[config.mk]
export PLATFORM = sky130hd
export DESIGN_NAME = adc_seq_timer
export DESIGN_NICKNAME = d
export VERILOG_FILES = /design/src/rtl/adc_seq_pkg.sv /design/src/rtl/adc_seq_cnt.sv /design/src/rtl/adc_seq_pick.sv /design/src/rtl/adc_seq_timer.sv
export SDC_FILE = /design/constraint.sdc
export NUM_CORES = 1
export LEC_CHECK = 0
export BUFFER_PORTS_ARGS = -buffer_cell sky130_fd_sc_hd__buf_4
export CAP_MARGIN = 20
export CORE_MARGIN = 4
export CORE_UTILIZATION = 27
export DETAILED_ROUTE_END_ITERATION = 8
export GPL_TIMING_DRIVEN = 0
export SLEW_MARGIN = 20
export SYNTH_ARGS = -nofsm -noshare
export SYNTH_HDL_FRONTEND = slang
export SYNTH_SLANG_ARGS = --single-unit
[constraint.sdc]
create_clock -name clk -period 4.55 [get_ports clk]
set_clock_uncertainty 0.1 [all_clocks]
set_input_delay 0 -clock clk [delete_from_list [all_inputs] [get_ports clk]]
set_output_delay 0 -clock clk [all_outputs]
set_load 0.1 [all_outputs]
[src/rtl/adc_seq_pkg.sv]
package adc_seq_pkg;
  typedef enum logic [2:0] {
    ST_OFF,
    ST_IDLE,
    ST_WAKE,
    ST_SAMPLE,
    ST_CONV,
    ST_WAIT,
    ST_DONE
  } seq_state_e;
endpackage

[src/rtl/adc_seq_cnt.sv]
// Loadable down counter; holds at zero.
module adc_seq_cnt #(
  parameter int WIDTH = 10
) (
  input  logic             clk,
  input  logic             rst_n,
  input  logic             load_i,
  input  logic [WIDTH-1:0] val_i,
  output logic             zero_o
);
  logic [WIDTH-1:0] cnt_q;

  always_ff @(posedge clk or negedge rst_n) begin
    if (!rst_n)              cnt_q <= '0;
    else if (load_i)         cnt_q <= val_i;
    else if (cnt_q != '0)    cnt_q <= cnt_q - 1'b1;
  end

  assign zero_o = (cnt_q == '0);
endmodule

[src/rtl/adc_seq_pick.sv]
// Finds the lowest enabled channel at or above a start index.
module adc_seq_pick #(
  parameter int NCH = 8,
  localparam int CHW = $clog2(NCH)
) (
  input  logic [NCH-1:0] mask_i,
  input  logic [CHW:0]   from_i,
  output logic           found_o,
  output logic [CHW-1:0] idx_o
);
  logic [NCH-1:0] elig;

  for (genvar g = 0; g < NCH; g++) begin : g_elig
    assign elig[g] = mask_i[g] && (from_i <= (CHW+1)'(g));
  end

  always_comb begin
    found_o = 1'b0;
    idx_o   = '0;
    for (int i = NCH-1; i >= 0; i--) begin
      if (elig[i]) begin
        found_o = 1'b1;
        idx_o   = CHW'(i);
      end
    end
  end
endmodule

[src/rtl/adc_seq_timer.sv]
module adc_seq_timer
  import adc_seq_pkg::*;
#(
  parameter int NCH       = 8,
  parameter int STW       = 7,
  parameter int SHW       = 4,
  parameter int STEP_LOG2 = 3,
  localparam int CHW  = $clog2(NCH),
  localparam int CNTW = STW + STEP_LOG2
) (
  input  logic           clk,
  input  logic           rst_n,
  input  logic           trig_i,
  input  logic           sleep_mode_i,
  input  logic [STW-1:0] startup_cfg_i,
  input  logic [SHW-1:0] sh_ana_cfg_i,
  input  logic [SHW-1:0] sh_ts_cfg_i,
  input  logic [NCH-1:0] ch_en_i,
  input  logic [NCH-1:0] ch_is_ts_i,
  input  logic           conv_done_i,
  output logic           adc_pwr_o,
  output logic           busy_o,
  output logic           waking_o,
  output logic           sample_o,
  output logic           ts_sw_en_o,
  output logic           conv_start_o,
  output logic [CHW-1:0] ch_sel_o,
  output logic           seq_done_o
);
  seq_state_e     state_q, state_d;
  logic [CHW-1:0] ch_q, ch_d;
  logic [NCH-1:0] en_q, ts_q;
  logic [SHW-1:0] sha_q, sht_q;

  // configuration seen by the channel search: live inputs while
  // waiting for a trigger, captured copy once a sequence runs
  logic           use_live;
  logic [NCH-1:0] cfg_en, cfg_ts;
  logic [SHW-1:0] cfg_sha, cfg_sht;
  logic [CHW:0]   from_idx;
  logic           nxt_found;
  logic [CHW-1:0] nxt_idx;
  logic [SHW-1:0] nxt_sh;

  logic            cnt_load, cnt_zero;
  logic [CNTW-1:0] cnt_val;
  logic            accept;

  assign use_live = (state_q == ST_OFF) || (state_q == ST_IDLE);
  assign cfg_en   = use_live ? ch_en_i      : en_q;
  assign cfg_ts   = use_live ? ch_is_ts_i   : ts_q;
  assign cfg_sha  = use_live ? sh_ana_cfg_i : sha_q;
  assign cfg_sht  = use_live ? sh_ts_cfg_i  : sht_q;
  assign from_idx = (state_q == ST_WAIT) ? ({1'b0, ch_q} + 1'b1) : '0;
  assign accept   = use_live && trig_i;

  adc_seq_pick #(.NCH(NCH)) u_pick (
    .mask_i  (cfg_en),
    .from_i  (from_idx),
    .found_o (nxt_found),
    .idx_o   (nxt_idx)
  );

  assign nxt_sh = cfg_ts[nxt_idx] ? cfg_sht : cfg_sha;

  always_comb begin
    state_d  = state_q;
    ch_d     = ch_q;
    cnt_load = 1'b0;
    cnt_val  = '0;
    unique case (state_q)
      ST_OFF, ST_IDLE: begin
        if (trig_i) begin
          if (!nxt_found) begin
            state_d = ST_DONE;
          end else if (state_q == ST_OFF) begin
            state_d  = ST_WAKE;
            cnt_load = 1'b1;
            cnt_val  = {startup_cfg_i, {STEP_LOG2{1'b1}}};
          end else begin
            state_d  = ST_SAMPLE;
            ch_d     = nxt_idx;
            cnt_load = 1'b1;
            cnt_val  = CNTW'(nxt_sh);
          end
        end
      end
      ST_WAKE: begin
        if (cnt_zero) begin
          state_d  = ST_SAMPLE;
          ch_d     = nxt_idx;
          cnt_load = 1'b1;
          cnt_val  = CNTW'(nxt_sh);
        end
      end
      ST_SAMPLE: begin
        if (cnt_zero) state_d = ST_CONV;
      end
      ST_CONV: begin
        state_d = ST_WAIT;
      end
      ST_WAIT: begin
        if (conv_done_i) begin
          if (nxt_found) begin
            state_d  = ST_SAMPLE;
            ch_d     = nxt_idx;
            cnt_load = 1'b1;
            cnt_val  = CNTW'(nxt_sh);
          end else begin
            state_d = ST_DONE;
          end
        end
      end
      ST_DONE: begin
        state_d = sleep_mode_i ? ST_OFF : ST_IDLE;
      end
      default: state_d = ST_OFF;
    endcase
  end

  adc_seq_cnt #(.WIDTH(CNTW)) u_cnt (
    .clk    (clk),
    .rst_n  (rst_n),
    .load_i (cnt_load),
    .val_i  (cnt_val),
    .zero_o (cnt_zero)
  );

  always_ff @(posedge clk or negedge rst_n) begin
    if (!rst_n) begin
      state_q <= ST_OFF;
      ch_q    <= '0;
      en_q    <= '0;
      ts_q    <= '0;
      sha_q   <= '0;
      sht_q   <= '0;
    end else begin
      state_q <= state_d;
      ch_q    <= ch_d;
      if (accept) begin
        en_q  <= ch_en_i;
        ts_q  <= ch_is_ts_i;
        sha_q <= sh_ana_cfg_i;
        sht_q <= sh_ts_cfg_i;
      end
    end
  end

  assign adc_pwr_o    = (state_q != ST_OFF);
  assign busy_o       = !use_live;
  assign waking_o     = (state_q == ST_WAKE);
  assign sample_o     = (state_q == ST_SAMPLE);
  assign ts_sw_en_o   = (state_q == ST_SAMPLE) && ts_q[ch_q];
  assign conv_start_o = (state_q == ST_CONV);
  assign ch_sel_o     = ch_q;
  assign seq_done_o   = (state_q == ST_DONE);
endmodule

==> key figures <==
Layout
  • Fin area: 3410 sq um
  • Share of layout cells above drive strength 1: 0.307
  • Nets: 356
  • # diodes: 0
  • Post-layout util: 0.387
  • Area growth syn-to-layout: 37.8%

Power and ir drop
  • Internal power: 1.17 mW
  • Psw: 0.835 mW
  • Clock network power share: 0.148
  • Combinational share of power: 0.531
  • VDD IR max: 0.385 mV
  • Sequential group share of total power: 0.321
  • Lkg Pwr: 1.52 nW
  • Net Sw Frac: 0.417
  • Pwr/cell area: 588 nW/um^2

Synthesis
  • Synth cell types: 50
  • Top_reg_cell synth: dfrtp_1
  • Post-Synthesis Cell Area: 2470 sq um
  • Asr flop ratio synth: 1.00
  • Seq cells post-synth: 40
  • Yosys Warn Count: 0
  • Register area share after synthesis: 0.405
  • Post-Syn Instances: 231
  • Syn nets: 269
  • EDFF count, synth: 0
  • Syn avg cell area: 10.7 sq um

Global routing
  • Largest net degree at the start of global routing: 41
  • Number of global-route vias before repair: 2,058
  • Initial antenna violation count: 0
  • First-pass GRT wire length: 10.1 mm
  • All-Layer GR Usage: 0.113
  • Gr ovfl total: 0

Clocking
  • Clk_lat worst skew: 290 ps
  • Max H-tree Level: 2
  • Clk pin slew, worst setup/hold paths: 80 ps
  • # Post-CTS Setup Buffers: 0
  • CTS Buffer Depth: 2
  • Post-CTS Resized: 0
  • Clock Sinks: 40
  • CTS buffer count: 5
  • CTS tree: built
  • Root buf cell: clkbuf_8
  • Post-CTS Hold Buffers: 35

Worst setup path
  • Bufs and invs on worst path: 0
  • Crit-path leading delay family: multiplexers
  • CP required: 4620 ps
  • Critical path, cell by cell: ha_1, nand2b_1, a22oi_1, or4_4, a22oi_2, o22ai_2, mux4_2, mux4_2, mux4_1, o21ai_1, o211ai_1
  • Crit Path Category: reg -> reg
  • Crit Path Max Fanout: 7
  • CP endpoint kind: register
  • Crit-path most repeated cell: mux4_2
  • CP Launch Type: register
  • Slowest cell on the critical path: mux4_2
  • CP max stage delay: 530 ps
  • CP arrival: 3590 ps

Routing
  • Post-DRT Antenna Nets: 0
  • Via density: 4.84
  • Routed WL per cell: 13.9 um
  • DRC: 0
  • Total Wirelength: 5.92 mm
  • Via count: 2,066
  • Initial DRC count: 81
  • 1st-pass router iterations: 4

Timing
  • Slew @ Worst Pin: 614 ps
  • Final setup TNS: 0 ps
  • Setup violations, final: 0
  • Final period util: 0.773
  • Final Max Slew Viols: 0
  • Unrepaired setup endpoints after global routing: no
  • Final worst slack: 1030 ps
  • Fin. Hold Viols: 0
  • Fmax: 0.284 GHz
  • Tmin final: 3520 ps
  • Slew margin rel.: 0.591

Floorplan
  • Row count: 34
  • I/O pin count: 46
  • Initial core utilization: 0.281
  • Die height: 104 um
  • Die X: 104 um
  • Die area: 10,700 sq um
  • Core ar.: 8810 sq um

Placed design
  • DP Area: 2940 sq um
  • RD Place Congestion: 0.813
  • HPWL after DPL: 4.44 mm
  • Pre-CTS setup slack: 1020 ps
  • I/O Buffers: 45

Run status
  • Status: complete, no violations

Hold path
  • Tightest Hold Check Type: in -> async

Job
  • Max-cap viol count: 0
[cell usage after synthesis (2+ instances only)]
cell      instances  share of area
a21o_1            2         0.0061
a21oi_1          12          0.024
a22o_1            2         0.0071
a22oi_1           2         0.0061
and2_1            2         0.0051
buf_2             5          0.010
clkbuf_1          5         0.0076
dfrtp_1          40           0.41
ha_1              2          0.010
inv_1             7          0.011
mux2_1            2         0.0091
mux2_2           24           0.11
mux2i_1           4          0.016
mux4_1            7          0.074
mux4_2            4          0.036
nand2_1          25          0.038
nand2b_1          6          0.015
nand3_1           3         0.0061
nand3b_1          2         0.0061
nor2_1           14          0.021
nor2b_1           3         0.0076
nor3_1            4         0.0081
o211ai_1          2         0.0061
o21ai_0          14          0.028
o22ai_1           2         0.0051
or2_2             2         0.0051
or3_1             4          0.010
xnor2_1           4          0.014
xor2_1            5          0.018
[worst register-to-register path, cell delays in order, from the launching register on]
cell and delay (ps):
dfrtp_1 480, ha_1 370, nand2b_1 130, a22oi_1 80
or4_4 500, a22oi_2 200, o22ai_2 170, mux4_2 300
mux4_2 530, mux4_1 290, o21ai_1 140, o211ai_1 100
[per-layer routing]
layer / wire length (um) / vias to the layer above / GRT usage
met5: 0 / - / 0
met4: 41 / 0 / 0.0266
met3: 305 / 5 / 0.0323
met2: 2730 / 52 / 0.176
met1: 2840 / 995 / 0.156
li1: - / 1014 / -
[registers in the layout, summed over array words and instances (netlist names)]
signal and cells:
ch_sel_o 3, en_q 8, state_q 3, sha_q 4, ts_q 8, sht_q 4
u_cnt.cnt_q 10
[stage by stage]
stage	power, mW	hold WS [ps]	cells
global route	2.16	182	427
finish	2.00	122	427
global placement	1.68	-80.6	384
floorplan	1.46	-396	231
CTS	2.02	146	427
detailed placement	1.70	-74.2	384
[cell type report]
type                            instances  area (sq um)
Multi-Input combinational cell        172          1390
Fill cell                             845          5400
Clock buffer                            5          68.8
Sequential cell                        40          1000
Timing Repair Buffer                   80           688
Tap cell                              108           135
Inverter                                8          30.0
Buffer                                 11          47.5
Clock inverter                          3          42.5
[logic make-up (layout without fill, tap and decap cells)]
| group | count (synthesis) | after routing | synth area share |
|---|---|---|---|
| xor gates and xnor gates | 9 | 9 | 0.0319 |
| and+or+nand+nor | 74 | 74 | 0.157 |
| DFF | 40 | 40 | 0.405 |
| muxes | 41 | 41 | 0.246 |
| buffers and inverters | 19 | 107 | 0.0314 |
| adders and majority gates | 2 | 2 | 0.0101 |
| AOI/OAI and AO/OA | 46 | 46 | 0.119 |
[final timing paths]
kind,startpoint,cells after the start,slack [ps],endpoint
max,ch_sel_o[1],11,1030,u_cnt.cnt_q[3]
min,rst_n,2,120,ts_q[7]
max reg2reg,ch_sel_o[1],11,1030,u_cnt.cnt_q[3]
min reg2reg,sha_q[1],1,410,sha_q[1]
max in group asynchronous,rst_n,2,3850,u_cnt.cnt_q[6]
min in group clk,trig_i,5,160,state_q[2]
[power by group through the flow]
stage	registers, mW	logic, mW	clock network (mW)
6_report	0.644	1.06	0.297
5_1_grt	0.669	1.17	0.319
4_1_cts	0.644	1.07	0.306
3_5_place_dp	0.652	1.05	0
3_3_place_gp	0.646	1.03	0
2_1_floorplan	0.709	0.750	0
[layout by cell type, fill, tap and decap left out, types with 5 or more instances in the layout]
cell / instances
clkbuf_1: 5
nand2b_1: 6
inv_1: 7
nand2_1: 25
xor2_1: 5
mux4_1: 7
dfrtp_1: 40
buf_2: 5
clkbuf_8: 5
dlygate4sd3_1: 35
nor2_1: 14
a21oi_1: 12
buf_4: 45
o21ai_0: 14
mux2_2: 24
Note: power is estimated with default switching activity, not from simulation.
